--- src/rtl/pic_pkg.sv ---
package pic_pkg;
  localparam int PRIO_W   = 4;
  localparam int CPR_ADDR = 0;
  localparam int ACK_ADDR = 1;
  localparam int EOI_ADDR = 2;
  localparam int SWF_ADDR = 3;
  localparam int PSR_BASE = 4;

  typedef struct packed {
    logic push;    // acknowledge: save level, raise to winner priority
    logic pop;     // end of interrupt: restore level
    logic cprWr;   // software write of current level
    logic swfWr;   // software flag write
    logic prioWr;  // source priority write
    logic latch;   // load vector on request assertion
  } ctlStrobes_t;
endpackage

--- src/rtl/pic_arbiter.sv ---
module pic_arbiter
  import pic_pkg::*;
#(
  parameter int NUM_SRC = 8,
  localparam int VEC_W = $clog2(NUM_SRC)
) (
  input  logic [NUM_SRC-1:0]             pending,
  input  logic [NUM_SRC-1:0][PRIO_W-1:0] prioTab,
  input  logic [PRIO_W-1:0]              floorPrio,
  output logic                           found,
  output logic [VEC_W-1:0]               winIdx,
  output logic [PRIO_W-1:0]              winPrio
);
  logic [PRIO_W-1:0] bestPrio;

  // Scan upward; a later source replaces the best only when strictly
  // higher, so ties stay with the lowest number and the floor is exclusive.
  always_comb begin
    bestPrio = floorPrio;
    winIdx   = '0;
    found    = 1'b0;
    for (int i = 0; i < NUM_SRC; i++) begin
      if (pending[i] && (prioTab[i] > bestPrio)) begin
        bestPrio = prioTab[i];
        winIdx   = VEC_W'(i);
        found    = 1'b1;
      end
    end
    winPrio = bestPrio;
  end
endmodule

--- src/rtl/pic_ctrl.sv ---
module pic_ctrl
  import pic_pkg::*;
#(
  parameter int NUM_SRC = 8,
  parameter int ADDR_W  = 5,
  localparam int VEC_W  = $clog2(NUM_SRC)
) (
  input  logic              clk,
  input  logic              rstN,
  input  logic              hwVecEn,
  input  logic              irqAck,
  input  logic              busSel,
  input  logic              busWr,
  input  logic [ADDR_W-1:0] busAddr,
  input  logic              found,
  output ctlStrobes_t       strobes,
  output logic [VEC_W-1:0]  prioIdx,
  output logic              irqReq
);
  logic wrEn, rdEn, ackFire;
  int   addrInt;

  assign wrEn    = busSel & busWr;
  assign rdEn    = busSel & ~busWr;
  assign addrInt = int'(busAddr);

  // Acknowledge path depends on the vector mode; only valid with a live request.
  assign ackFire = irqReq & (hwVecEn ? irqAck : (rdEn && addrInt == ACK_ADDR));

  always_comb begin
    strobes        = '0;
    strobes.push   = ackFire;
    strobes.pop    = wrEn && addrInt == EOI_ADDR && !ackFire;
    strobes.cprWr  = wrEn && addrInt == CPR_ADDR && !ackFire;
    strobes.swfWr  = wrEn && addrInt == SWF_ADDR;
    strobes.prioWr = wrEn && addrInt >= PSR_BASE && addrInt < PSR_BASE + NUM_SRC;
    strobes.latch  = found && !ackFire && !irqReq;
    prioIdx        = VEC_W'(addrInt - PSR_BASE);
  end

  always_ff @(posedge clk) begin
    if (!rstN) irqReq <= 1'b0;
    else       irqReq <= found & ~ackFire;
  end


  rise_needs_winner_chk: assert property (@(posedge clk) disable iff (!rstN)
    $rose(irqReq) |-> $past(found));
endmodule

--- src/rtl/pic_datapath.sv ---
module pic_datapath
  import pic_pkg::*;
#(
  parameter int NUM_SRC     = 8,
  parameter int NUM_SW      = 2,
  parameter int STACK_DEPTH = 16,
  parameter int ADDR_W      = 5,
  parameter int DATA_W      = 32,
  localparam int VEC_W      = $clog2(NUM_SRC),
  localparam int NUM_HW     = NUM_SRC - NUM_SW,
  localparam int CNT_W      = $clog2(STACK_DEPTH + 1)
) (
  input  logic              clk,
  input  logic              rstN,
  input  ctlStrobes_t       strobes,
  input  logic [VEC_W-1:0]  prioIdx,
  input  logic [ADDR_W-1:0] busAddr,
  input  logic [DATA_W-1:0] busWdata,
  input  logic [NUM_HW-1:0] srcReq,
  output logic              found,
  output logic [VEC_W-1:0]  vecReg,
  output logic [DATA_W-1:0] busRdata
);
  logic [NUM_SRC-1:0][PRIO_W-1:0] prioTab;
  logic [NUM_SW-1:0]              swFlags;
  logic [PRIO_W-1:0]              curPrio, latPrio, winPrio;
  logic [VEC_W-1:0]               winIdx;
  logic [PRIO_W-1:0]              stackMem [STACK_DEPTH];
  logic [CNT_W-1:0]               depth;
  logic                           unusedWdata;
  int                             addrInt;

  assign unusedWdata = ^busWdata;
  assign addrInt     = int'(busAddr);

  genvar g;
  generate
    for (g = 0; g < NUM_SRC; g++) begin : gPrio
      always_ff @(posedge clk) begin
        if (!rstN) prioTab[g] <= '0;
        else if (strobes.prioWr && prioIdx == VEC_W'(g)) prioTab[g] <= busWdata[PRIO_W-1:0];
      end
    end
  endgenerate

  always_ff @(posedge clk) begin
    if (!rstN)              swFlags <= '0;
    else if (strobes.swfWr) swFlags <= busWdata[NUM_SW-1:0];
  end

  pic_arbiter #(.NUM_SRC(NUM_SRC)) uArb (
    .pending  ({srcReq, swFlags}),
    .prioTab  (prioTab),
    .floorPrio(curPrio),
    .found    (found),
    .winIdx   (winIdx),
    .winPrio  (winPrio)
  );

  always_ff @(posedge clk) begin
    if (!rstN) begin
      vecReg  <= '0;
      latPrio <= '0;
    end else if (strobes.latch) begin
      vecReg  <= winIdx;
      latPrio <= winPrio;
    end
  end

  // Current level with save/restore stack; acknowledge beats restore.
  always_ff @(posedge clk) begin
    if (!rstN) begin
      curPrio <= '1;
      depth   <= '0;
      for (int i = 0; i < STACK_DEPTH; i++) stackMem[i] <= '0;
    end else if (strobes.push) begin
      if (depth < CNT_W'(STACK_DEPTH)) begin
        stackMem[depth[CNT_W-1:0] % STACK_DEPTH] <= curPrio;
        depth <= depth + 1'b1;
      end
      curPrio <= latPrio;
    end else if (strobes.pop) begin
      if (depth != '0) begin
        curPrio <= stackMem[(depth - 1'b1) % STACK_DEPTH];
        depth   <= depth - 1'b1;
      end
    end else if (strobes.cprWr) begin
      curPrio <= busWdata[PRIO_W-1:0];
    end
  end

  always_comb begin
    busRdata = '0;
    if (addrInt == CPR_ADDR)      busRdata = DATA_W'(curPrio);
    else if (addrInt == ACK_ADDR) busRdata = DATA_W'(vecReg);
    else if (addrInt == SWF_ADDR) busRdata = DATA_W'(swFlags);
    else if (addrInt >= PSR_BASE && addrInt < PSR_BASE + NUM_SRC)
      busRdata = DATA_W'(prioTab[VEC_W'(addrInt - PSR_BASE)]);
  end


  vec_hold_chk: assert property (@(posedge clk) disable iff (!rstN)
    !strobes.latch |=> $stable(vecReg));

  pop_empty_chk: assert property (@(posedge clk) disable iff (!rstN)
    (strobes.pop && depth == '0) |=> $stable(curPrio));

  push_depth_chk: assert property (@(posedge clk) disable iff (!rstN)
    (strobes.push && depth < CNT_W'(STACK_DEPTH)) |=> depth == $past(depth) + 1'b1);
endmodule

--- src/rtl/prio_irq_ctrl.sv ---
module prio_irq_ctrl
  import pic_pkg::*;
#(
  parameter int NUM_SRC     = 8,
  parameter int NUM_SW      = 2,
  parameter int STACK_DEPTH = 16,
  parameter int ADDR_W      = 5,
  parameter int DATA_W      = 32,
  localparam int VEC_W      = $clog2(NUM_SRC),
  localparam int NUM_HW     = NUM_SRC - NUM_SW
) (
  input  logic              clk,
  input  logic              rstN,
  input  logic [NUM_HW-1:0] srcReq,
  input  logic              hwVecEn,
  input  logic              irqAck,
  input  logic              busSel,
  input  logic              busWr,
  input  logic [ADDR_W-1:0] busAddr,
  input  logic [DATA_W-1:0] busWdata,
  output logic [DATA_W-1:0] busRdata,
  output logic              irqReq,
  output logic [VEC_W-1:0]  irqVec
);
  ctlStrobes_t      strobes;
  logic             found;
  logic [VEC_W-1:0] prioIdx, vecReg;

  pic_ctrl #(.NUM_SRC(NUM_SRC), .ADDR_W(ADDR_W)) uCtrl (
    .clk(clk), .rstN(rstN), .hwVecEn(hwVecEn), .irqAck(irqAck),
    .busSel(busSel), .busWr(busWr), .busAddr(busAddr), .found(found),
    .strobes(strobes), .prioIdx(prioIdx), .irqReq(irqReq)
  );

  pic_datapath #(
    .NUM_SRC(NUM_SRC), .NUM_SW(NUM_SW), .STACK_DEPTH(STACK_DEPTH),
    .ADDR_W(ADDR_W), .DATA_W(DATA_W)
  ) uDp (
    .clk(clk), .rstN(rstN), .strobes(strobes), .prioIdx(prioIdx),
    .busAddr(busAddr), .busWdata(busWdata), .srcReq(srcReq),
    .found(found), .vecReg(vecReg), .busRdata(busRdata)
  );

  assign irqVec = hwVecEn ? vecReg : '0;


  hw_ack_drops_req_chk: assert property (@(posedge clk) disable iff (!rstN)
    (hwVecEn && irqAck && irqReq) |=> !irqReq);
endmodule

--- config.mk ---
export PLATFORM = sky130hd
export DESIGN_NAME = prio_irq_ctrl
export DESIGN_NICKNAME = d
export VERILOG_FILES = /design/src/rtl/pic_pkg.sv /design/src/rtl/pic_arbiter.sv /design/src/rtl/pic_ctrl.sv /design/src/rtl/pic_datapath.sv /design/src/rtl/prio_irq_ctrl.sv
export SDC_FILE = /design/constraint.sdc
export NUM_CORES = 1
export LEC_CHECK = 0
export BUFFER_PORTS_ARGS = -buffer_cell sky130_fd_sc_hd__buf_2
export CORE_MARGIN = 2
export CORE_UTILIZATION = 31
export CTS_BUF_LIST = sky130_fd_sc_hd__clkbuf_4 sky130_fd_sc_hd__clkbuf_8
export DETAILED_ROUTE_END_ITERATION = 16
export GPL_ROUTABILITY_DRIVEN = 0
export PLACE_DENSITY = 0.47
export SYNTH_ARGS = -nofsm -noshare
export SYNTH_HDL_FRONTEND = slang
export SYNTH_SLANG_ARGS = --single-unit
--- constraint.sdc ---
create_clock -name clk -period 31 [get_ports clk]
set_input_delay 3.1 -clock clk [delete_from_list [all_inputs] [get_ports clk]]
set_output_delay 3.1 -clock clk [all_outputs]
set_load 0.01 [all_outputs]
## After elaboration in Yosys (flattened, before gate mapping)

Memory sizes are Yosys's and may differ from the RTL's.
Cells that the tools add are included.

- Add/subtract/negate cells: 4
- $mul: 0
- Div/mod/pow operators: 0
- Order comparisons: 12
- Equal/unequal tests: 12
- Shift-type cells: 0
- Multiplexer cells: 48
- Bitwise logic cells: 6
- Reductions and logical operators: 38

Operators by type and width:

| cell | number |
|---|---|
| $mux 32 | 3 |
| $mux 4 | 17 |
| $gt 4x4->1 | 8 |
| $logic_not 32->1 | 1 |
| $logic_and 1x1->1 | 27 |
| $mux 3 | 7 |
| $mux 5 | 4 |
| $mux 1 | 16 |
| $bmux 4 s3 | 1 |
| $eq 3x3->1 const B | 4 |
| $eq 5x3->1 const B | 2 |
| $eq 3x2->1 const B | 2 |
| $add 5x1->5 const B | 1 |
| $eq 5x2->1 const B | 1 |
| $ge 5x3->1 const B | 1 |
| $lt 3x5->1 const B | 1 |
| $lt 5x4->1 const B | 1 |
| $lt 5x5->1 const B | 1 |
| $reduce_bool 5->1 | 1 |
| $sub 5x1->5 const B | 1 |
| $and 1x1->1 | 4 |
| $reduce_bool 2->1 | 2 |
| $reduce_or 4->1 | 1 |
| $sub 4x1->4 const B | 1 |
| 10 further kinds | 12 |

- Bits in registers: 51
- Bits in latches: 0
- Bits in writable memories: 64
- Memory bits (read-only): 0
- Input bits: 49
- Output and inout port bits: 36
- Logic and storage cells: 135
- Memories: 1

Memory list:

| name | words | width | read ports | clocked after memory_dff | write ports | line | RTL |
|---|---|---|---|---|---|---|---|
| uDp.stackMem | 16 | 4 | 1 | 0 | 16 | pic_datapath.sv:28 | `logic [PRIO_W-1:0] stackMem [STACK_DEPTH];` |

## Logic depth before layout (Yosys ltp)

Gate-level depths: netlist (run 1).

- Depth after elaboration: 26
- Mapped depth: 62
- Gate-level depth less buffers: 60

## Cells and area by module

From an unflattened synthesis (run 1), not the netlist that was laid out.

- Cells, all modules: 800
- Area total of the unflattened synthesis: 7,942.6 um^2

By module, submodules not included:

| module | times used | cells an instance | area an instance (um^2) | seq. area each (um^2) |
|---|---|---|---|---|
| pic_datapath | 1 | 526 | 6,060.8 | 2,922.8 |
| pic_arbiter | 1 | 247 | 1,704.1 | 0.0 |
| pic_ctrl | 1 | 24 | 158.9 | 20.0 |
| prio_irq_ctrl | 1 | 3 | 18.8 | 0.0 |

## Worst setup path after synthesis (run 1)

No wires, ideal clock.

- Path type: reg-to-reg
- Start: register uDp.curPrio[3]
- End: register uDp.latPrio[2]
- Setup time: 115 ps
- Arrival time: 12,731 ps
- Data required time: 30,885 ps
- Path slack: 18,155 ps
- Stages on the path, launching flop included: 59
- Path buffers: 2
- Clock period less this slack: 12,845 ps
- Cells stage by stage: dfxtp_1 clkinv_1 clkbuf_1 ha_1 nand4_1 nand2_1 a21oi_1 a21oi_1 ha_1 nand2_1 nor4_1 a311oi_2 a311oi_4 mux2i_1 inv_1 ha_1 nor2b_1 o21a_1 [... 23 more ...] o211a_1 o21bai_1 ha_1 nor2b_1 o21a_1 o21a_1 o211ai_1 nor2_1 or3_1 ha_1 nor2b_1 o311ai_0 nand2_1 nor3_1 a41o_1 buf_6 a211oi_1 o21a_1

- Longest elaborated chain between the ends: 26
- Elaborated cells on any way between the ends: 34
- Those cells by class: 8 x order compare; 16 x mux; 10 x reduce/logical

Ends and longest elaborated chain:

| element | line | RTL |
|---|---|---|
| start, declared | pic_datapath.sv:26 | `logic [PRIO_W-1:0] curPrio, latPrio, winPrio;` |
| start signal, assigned | pic_datapath.sv:81 | `curPrio <= latPrio;` |
| start signal, assigned | pic_datapath.sv:84 | `curPrio <= stackMem[(depth - 1'b1) % STACK_DEPTH];` |
| start signal, assigned | pic_datapath.sv:88 | `curPrio <= busWdata[PRIO_W-1:0];` |
| $gt 4x4->1 | pic_arbiter.sv:23 | `if (pending[i] && (prioTab[i] > bestPrio)) begin` |
| $logic_and 1x1->1 | pic_arbiter.sv:23 |  |
| $mux 4 | pic_arbiter.sv:23 |  |
| $gt 4x4->1 | pic_arbiter.sv:23 |  |
| $logic_and 1x1->1 | pic_arbiter.sv:23 |  |
| $mux 4 | pic_arbiter.sv:23 |  |
| $gt 4x4->1 | pic_arbiter.sv:23 |  |
| $logic_and 1x1->1 | pic_arbiter.sv:23 |  |
| [... 9 more ...] | n/a |  |
| $mux 4 | pic_arbiter.sv:23 |  |
| $gt 4x4->1 | pic_arbiter.sv:23 |  |
| $logic_and 1x1->1 | pic_arbiter.sv:23 |  |
| $mux 4 | pic_arbiter.sv:23 |  |
| $gt 4x4->1 | pic_arbiter.sv:23 |  |
| $logic_and 1x1->1 | pic_arbiter.sv:23 |  |
| $mux 1 | pic_arbiter.sv:23 |  |
| $logic_and 1x1->1 (2 in series) | pic_ctrl.sv:37 | `strobes.latch = found && !ackFire && !irqReq;` |
| end signal, assigned | pic_datapath.sv:66 | `latPrio <= winPrio;` |
| end, declared | pic_datapath.sv:26 |  |

Parallel ways exist; a longest one is shown, timed or not.
A chain may end at the register's enable or synchronous reset.

## Worst setup path after layout (run 1)

Same ends and word-level chain as after synthesis.

==> qor.yml, run 1 <==
fin_tns_setup_ps: 0
insertedDiodeCount: 0
clock-sinks: 115
synthTopCellsByArea: "edfxtp_1, dfxtp_1, mux4_2, mux2i_1, ha_1"
core_area_um2: 24200
fp-row-count: 57
vdd_drop_max_v: 0.0000294
drt-pass1-iter-count: 5
initial_utilization: 0.314
pin_count: 85
wire_per_inst_um: 18.2
dpl_cell_area_um2: 7910
post_cts_buffers: 0
synthCells: 749
cts_tree: "built"
min_to: "uDp.latPrio[1]"
cp_max_fo: 18
final_core_util: 0.346
die_w_um: 161
cts_resized: 0
via_count: 5645
status: "finished, final reports clean"
r2r_setup_slack_ps: 15320
fin_worst_skew_ps: 16.1
critPathLaunchType: "flop"
worstRegToRegCells: 57
timing.critical_path.from: "uDp.curPrio[3]"
drive_gt1_frac: 0.164
yosysUniqueCellTypes: 85
synth.cells.most_frequent: "edfxtp_1, nor3_1, dfxtp_1"
synth_edf_count: 64
io_buffer_count: 28
grt.met1_usage: 0.205
hpwl_um: 13900
clk_pin_slew_ps: 70
dieArea_um2: 25800
required_ps: 31330
gr-total-overflow: 0
max-cap-violations: 0
antenna_found_initial: 1
reg2reg_to: "uDp.latPrio[2]"
rsz0062_at_grt: "false"
routed_wl_um: 19800
ctsHoldBuffers: 0
yosys.area.top_type_share: 0.253
clockBufferDepth: 2
cp-end-kind: "flop"
worstMarginPinSlew_ps: 745
p_per_area_nw_per_um2: 41.4
avgSynthCellArea_um2: 10.1
finalMaxSlewViolations: 0
design_area_um2: 8380
nFillCells: 2467
synth-async-reset-ratio: 0
final-setup-viol-count: 0
hold_violations: 0
period_share: 0.506
vias_per_cell: 5.18
syn2layout_area_growth_pct: 10.2
crit_arrival_ps: 16000
ys_ff_latch: 115
yosysSeqAreaShare: 0.387
critPathKind: "flop to flop"
grt_max_degree: 75
use_met3: 0.0338
drt_iter0_markers: 316
postRouteAntennaNets: 0
min_period_ps: 15680
top_usage_layer: "met2"
yosys.area.top_type: "edfxtp_1"
min_path_type: "flop to flop"
hp-start: "uDp.latPrio[1]"
yosysMostFrequentCell: "edfxtp_1"
nets: 838
critical-path-max-stage-delay_ps: 680
p_leak_nw: 3.06
crit_path_frequent_cell: "ha_1"
htree_levels: 4
slowest_stage: "a2111oi_0"
syn_area_um2: 7600
clk_latency_ps: 450
total_power_uw: 347
use_met2: 0.266
drc: 0
fmax_mhz: 63.8
timing.rr.start: "uDp.curPrio[3]"
synth-main-ff-cell: "edfxtp_1"
root_buffer: "clkbuf_8"
grt_pass1_vias: 5619
finalWorstSetupSlack_ps: 15320
yosysWarningCount: 0
hold_depth: 2
relSlewSlack: 0.491
grt_pass1_wl_um: 31700
numCtsBuffers: 17
grt_usage: 0.159
die_h_um: 161
dp_slack_ps: 15390
## cell families (layout without fill, tap and decap cells)
| kind of cell | after synthesis | after routing | share of synthesized area |
|---|---|---|---|
| buf+inv | 108 | 98 | 0.0682 |
| xor+xnor | 8 | 8 | 0.00922 |
| mux | 78 | 78 | 0.151 |
| flops | 115 | 115 | 0.387 |
| simple gates | 247 | 247 | 0.174 |
| other cells | 1 | 28 | 0.000494 |
| fa+ha+maj | 36 | 36 | 0.0603 |
| compound gates | 156 | 156 | 0.150 |
## critical path: cells and delay by family (launching register included)
kind / cells / cell delay, ps
AO/OA/AOI/OAI: 26 / 7290
AND/OR/NAND/NOR: 17 / 3190
buffers and inverters: 3 / 830
multiplexers: 3 / 1220
adder cells (fa/ha/maj): 8 / 2660
flip-flops: 1 / 370
## per-stage QoR
step	cells	hold slack, ps
after floorplan	776	446
after global placement	1058	475
after detailed placement	1058	476
after CTS	1090	504
after global routing	1090	533
final	1090	500
## sequential cells by signal (all words and copies together) (netlist names)
name          cells
uCtrl.irqReq      1
uDp.prioTab      32
uDp.curPrio       4
uDp.stackMem     64
uDp.depth         5
uDp.swFlags       2
uDp.vecReg        3
uDp.latPrio       4
## how the worst max path moves through the flow
stage | end
after detailed placement | uDp.latPrio[2]
final | uDp.latPrio[2]
after floorplan | uDp.latPrio[2]
after global placement | uDp.latPrio[2]
after global routing | uDp.latPrio[2]
after CTS | uDp.latPrio[2]
## power by group
part	switching, mW	internal (mW)	leakage (nW)
Clock	0.0663	0.100	0.230
Sequential	0.00111	0.163	1.07
Combinational	0.0106	0.00528	1.76
## cell type report
type,count,area [um2],share of cell area
Sequential cell,115,2940,0.351
Clock inverter,12,205,0.0245
Clock buffer,20,263,0.0314
Tap cell,324,405,0.0484
Multi-Input combinational cell,553,4240,0.506
Inverter,28,105,0.0125
Timing Repair Buffer,38,215,0.0257
## routing by layer
metal | vias to the layer above | wire [um]
met3 | 23 | 636
met1 | 2763 | 9010
li1 | 2765 | -
met2 | 92 | 9830
met4 | 2 | 331
met5 | - | 13
## cells in the final DEF (no fill, tap or decap), drive strengths merged, types with 7 or more instances in the layout
cell type  instances
o21a              10
o31ai              7
clkbuf            20
o211ai            14
nor2b             48
nor3              56
nand2b             8
nand2             34
and2               8
buf               38
a21o               7
conb              28
nor4              17
inv               26
a21oi             33
nand3             14
mux4              28
dfxtp             51
edfxtp            64
or3                7
nor2              36
mux2i             46
o21ai             31
xnor2              7
clkinv             7
ha                35
(Power assumes the default switching activity.)
==> run 2, diff against run 1 <==
Clock period 31 ns to 14.57 ns, I/O delays scaled along.
==> qor.yml, run 2 (synthesized netlist as in run 1, its figures left out) <==
status: "finished, final reports clean"  # unchanged
gr-total-overflow: 0  # unchanged
grt_usage: 0.160  # was 0.159
numCtsBuffers: 17  # unchanged
seqPwrFrac: 0.512  # was 0.474
max-cap-violations: 0  # unchanged
crit_path_frequent_cell: "ha_1"  # unchanged
drt-pass1-iter-count: 4  # was 5
finalMaxSlewViolations: 0  # unchanged
period_share: 0.928  # was 0.506
multiInputGateArea_um2: 4260  # was 4240 um2
p_leak_nw: 3.04  # was 3.06 nW
syn2layout_area_growth_pct: 9.86  # was 10.2%
worstMarginPinSlew_ps: 809  # was 745 ps
io_buffer_count: 28  # unchanged
cp_max_fo: 18  # unchanged
drive_gt1_frac: 0.171  # was 0.164
final-setup-viol-count: 0  # unchanged
slowest_stage: "or4b_2"  # was a2111oi_0
pin_count: 85  # unchanged
p_switching_uw: 170  # was 78.1 uW
initial_utilization: 0.314  # unchanged
p_int_uw: 514  # was 269 uW
clock-sinks: 115  # unchanged
clk_latency_ps: 460  # was 450 ps
root_buffer: "clkbuf_8"  # unchanged
antenna_found_initial: 1  # unchanged
required_ps: 14910  # was 31330 ps
clockBufferDepth: 2  # unchanged
fp-row-count: 57  # unchanged
drt_iter0_markers: 340  # was 316
vias_per_cell: 5.14  # was 5.18
min_period_ps: 13520  # was 15680 ps
insertedDiodeCount: 0  # unchanged
clockPowerShare: 0.438  # was 0.480
fin_worst_skew_ps: 14.2  # was 16.1 ps
wire_per_inst_um: 18.3  # was 18.2 um
critPathLaunchType: "flop"  # unchanged
nFillCells: 2514  # was 2467
rsz0062_at_grt: "false"  # unchanged
grt_pass1_wl_um: 31800  # was 31700 um
layout_common_cells: "edfxtp_1, nor3_1, dfxtp_1"  # unchanged
final_core_util: 0.345  # was 0.346
dieArea_um2: 25800  # unchanged
final_common_cell: "edfxtp_1"  # unchanged
critPathKind: "flop to flop"  # unchanged
relSlewSlack: 0.457  # was 0.491
fin_tns_setup_ps: 0  # unchanged
largestRegisters: "uDp.stackMem: 64 flops, uDp.prioTab: 32 flops, uDp.depth: 5 flops"  # unchanged
post_cts_buffers: 0  # unchanged
switching_share: 0.249  # was 0.225
grt_max_degree: 75  # unchanged
core_area_um2: 24200  # unchanged
ctsHoldBuffers: 0  # unchanged
htree_levels: 4  # unchanged
routed_wl_um: 20100  # was 19800 um
hold_violations: 0  # unchanged
nets: 843  # was 838
postRouteAntennaNets: 0  # unchanged
vdd_drop_max_v: 0.0000568  # was 0.0000294 V
cp-end-kind: "flop"  # unchanged
critical-path-max-stage-delay_ps: 640  # was 680 ps
via_count: 5626  # was 5645
regArea_um2: 2940  # unchanged
cts_resized: 0  # unchanged
p_per_area_nw_per_um2: 81.9  # was 41.4 nW/um2
grt_pass1_vias: 5622  # was 5619
cts_tree: "built"  # unchanged
largest_reg_flops: 64  # unchanged
min_path_type: "flop to flop"  # unchanged
clk_pin_slew_ps: 60  # was 70 ps
power_frac_comb: 0.050  # was 0.046
fmax_mhz: 74.0  # was 63.8 MHz
die_h_um: 161  # unchanged
die_w_um: 161  # unchanged
regMostFlops: "uDp.stackMem"  # unchanged
path_delay_family: "compound AO/OA/AOI/OAI gates"  # unchanged
drc: 0  # unchanged
cp_num_buf_inv: 5  # was 3
crit_arrival_ps: 13860  # was 16000 ps
hpwl_um: 14300  # was 13900 um
## run 2: final cells by class
cell class | instances | share of cell area
flip-flops and latches | 115 | 0.353
repair buffers | 43 | 0.0303
well taps | 324 | 0.0486
multi-input cells | 553 | 0.510
clock inverters | 13 | 0.0163
inverters | 28 | 0.0126
clock buffers | 19 | 0.0298
## run 2: worst paths after layout
| check | start | endpoint | slack [ps] | depth (start not counted) |
|---|---|---|---|---|
| min reg2reg | uDp.latPrio[3] | uDp.latPrio[3] | 500 | 2 |
| max | uDp.curPrio[2] | uDp.latPrio[2] | 1050 | 59 |
| max reg2reg | uDp.curPrio[2] | uDp.latPrio[2] | 1050 | 59 |
| min | uDp.latPrio[3] | uDp.latPrio[3] | 500 | 2 |
## run 2: through the flow
| step | area [um2] | worst slack, ps | power, mW | std cells | hold WS (ps) |
|---|---|---|---|---|---|
| 3_5_place_dp | 7950 | 561 | 0.392 | 1063 | 488 |
| 5_1_grt | 8350 | 23.7 | 0.705 | 1095 | 522 |
| 6_report | 8350 | 1050 | 0.684 | 1095 | 504 |
| 4_1_cts | 8330 | 496 | 0.689 | 1095 | 504 |
| 3_3_place_gp | 7950 | 467 | 0.391 | 1063 | 483 |
| 2_1_floorplan | 7700 | 1720 | 0.385 | 776 | 446 |
## run 2: worst min-delay path, cell delays in order, from the launching register on
cell	delay, ps
dfxtp_1	320
nand3_1	70
o31ai_1	70
## run 2: power by group through the flow
stage          clock [mW]  sequential [mW]  combinational, mW
2_1_floorplan           0            0.356             0.0286
3_3_place_gp            0            0.357             0.0341
3_5_place_dp            0            0.357             0.0341
4_1_cts             0.305            0.350             0.0342
5_1_grt             0.317            0.351             0.0372
6_report            0.300            0.350             0.0339
## run 2: per-layer routing
metal	up-vias	wire length (um)	track usage
met1	2741	9380	0.206
met4	2	293	0.0471
met5	-	13	0
met2	86	9900	0.273
met3	22	506	0.0320
li1	2775	-	-
==> run 3, diff against run 2 <==
Settings changed: MAX_ROUTING_LAYER set to met4.
==> qor.yml, run 3 (synthesized netlist as in run 1, its figures left out) <==
switching_share: 0.249  # about the same
grt_max_degree: 75  # unchanged
min_period_ps: 13530  # was 13520 ps
design_area_um2: 8350  # about the same
nets: 843  # unchanged
hold_violations: 0  # unchanged
largestRegisters: "uDp.stackMem: 64 flops, uDp.prioTab: 32 flops, uDp.depth: 5 flops"  # unchanged
period_share: 0.929  # was 0.928
root_buffer: "clkbuf_8"  # unchanged
drive_gt1_frac: 0.171  # unchanged
fp-row-count: 57  # unchanged
p_leak_nw: 3.04  # about the same
clockBufferDepth: 2  # unchanged
critical-path-max-stage-delay_ps: 640  # about the same
hp-start: "uDp.latPrio[1]"  # was uDp.latPrio[3]
drt_iter0_markers: 337  # was 340
timing.critical_path.from: "uDp.curPrio[2]"  # unchanged
fmax_mhz: 73.9  # was 74.0 MHz
io_buffer_count: 28  # unchanged
post_cts_buffers: 0  # unchanged
grt_pass1_wl_um: 31800  # about the same
dpl_cell_area_um2: 7950  # unchanged
dieArea_um2: 25800  # unchanged
slowest_stage: "or4b_2"  # unchanged
fin_tns_setup_ps: 0  # unchanged
worstMarginPinSlew_ps: 816  # was 809 ps
required_ps: 14910  # about the same
crit_arrival_ps: 13870  # was 13860 ps
min_path_type: "flop to flop"  # unchanged
routed_wl_um: 20100  # about the same
die_h_um: 161  # unchanged
drc: 0  # unchanged
clk_pin_slew_ps: 60  # about the same
cts_tree: "built"  # unchanged
final-setup-viol-count: 0  # unchanged
vdd_drop_max_v: 0.0000576  # was 0.0000568 V
largest_reg_flops: 64  # unchanged
pin_count: 85  # unchanged
syn2layout_area_growth_pct: 9.90  # was 9.86%
seqPwrFrac: 0.512  # about the same
p_switching_uw: 170  # about the same
status: "finished, final reports clean"  # unchanged
power_frac_comb: 0.050  # about the same
grt_usage: 0.165  # was 0.160
drt-pass1-iter-count: 4  # unchanged
p_per_area_nw_per_um2: 81.9  # about the same
vias_per_cell: 5.13  # was 5.14
ctsHoldBuffers: 0  # unchanged
clockPowerShare: 0.438  # about the same
clock-sinks: 115  # unchanged
critPathLaunchType: "flop"  # unchanged
final_common_cell: "edfxtp_1"  # unchanged
regMostFlops: "uDp.stackMem"  # unchanged
p_int_uw: 514  # about the same
timing.rr.start: "uDp.curPrio[2]"  # unchanged
fin_worst_skew_ps: 13.6  # was 14.2 ps
gr-total-overflow: 0  # unchanged
grt_pass1_vias: 5608  # was 5622
die_w_um: 161  # unchanged
layout_common_cells: "edfxtp_1, nor3_1, dfxtp_1"  # unchanged
rsz0062_at_grt: "false"  # unchanged
wire_per_inst_um: 18.3  # about the same
relSlewSlack: 0.453  # was 0.457
postRouteAntennaNets: 0  # unchanged
antenna_found_initial: 1  # unchanged
crit_path_frequent_cell: "ha_1"  # unchanged
initial_utilization: 0.314  # unchanged
max-cap-violations: 0  # unchanged
htree_levels: 4  # unchanged
critPathKind: "flop to flop"  # unchanged
hpwl_um: 14300  # unchanged
cp-end-kind: "flop"  # unchanged
via_count: 5626  # unchanged
finalMaxSlewViolations: 0  # unchanged
cp_max_fo: 18  # unchanged
clk_latency_ps: 450  # was 460 ps
numCtsBuffers: 17  # unchanged
core_area_um2: 24200  # unchanged
-- run 3: layout make-up --
cell class                      instances  area, um2
Antenna cell                            1       2.50
Clock buffer                           19        249
Clock inverter                         13        136
Fill cell                            2514      15800
Inverter                               28        105
Multi-Input combinational cell        553       4260
Sequential cell                       115       2940
Tap cell                              324        405
Timing Repair Buffer                   43        253
-- run 3: layer usage --
| metal | share of wire | up-vias | GRT usage |
|---|---|---|---|
| li1 | - | 2778 | - |
| met1 | 0.46 | 2721 | 0.205 |
| met2 | 0.49 | 107 | 0.274 |
| met3 | 0.031 | 20 | 0.0313 |
| met4 | 0.015 | 0 | 0.0483 |
| met5 | 0 | - | - |
-- run 3: worst paths after layout --
check	end	slack [ps]	depth (start not counted)
worst max-delay path	uDp.latPrio[2]	1040	59
worst min-delay path	uDp.latPrio[1]	510	2
worst max register to register	uDp.latPrio[2]	1040	59
worst min register to register	uDp.latPrio[1]	510	2
-- run 3: repair_timing --
action,in CTS,in global routing
setup endpoints to repair,0,7
resized for setup,0,5
endpoints found under the hold margin,0,0
-- run 3: power by group through the flow --
stage | registers (mW) | clock network (mW) | logic (mW)
6_report | 0.350 | 0.300 | 0.0339
5_1_grt | 0.351 | 0.317 | 0.0372
4_1_cts | 0.350 | 0.305 | 0.0342
2_1_floorplan | 0.356 | 0 | 0.0286
3_3_place_gp | 0.357 | 0 | 0.0341
3_5_place_dp | 0.357 | 0 | 0.0341
-- run 3: stage by stage --
stage / utilization / hold WS, ps / power [mW] / instances / setup slack [ps]
2_1_floorplan: - / 446 / 0.385 / 776 / 1720
3_3_place_gp: 0.329 / 483 / 0.391 / 1063 / 467
3_5_place_dp: 0.329 / 488 / 0.392 / 1063 / 561
4_1_cts: 0.345 / 504 / 0.689 / 1095 / 496
5_1_grt: 0.345 / 522 / 0.705 / 1096 / 24.4
6_report: 0.345 / 507 / 0.684 / 1096 / 1040
-- run 3: worst max-delay path, delay by kind of cell, from the launching register on --
family | cells | cell delay [ps]
compound gates | 24 | 4990
simple gates | 18 | 3390
fa+ha+maj | 8 | 2430
mux | 4 | 1280
buf+inv | 5 | 860
flops | 1 | 460
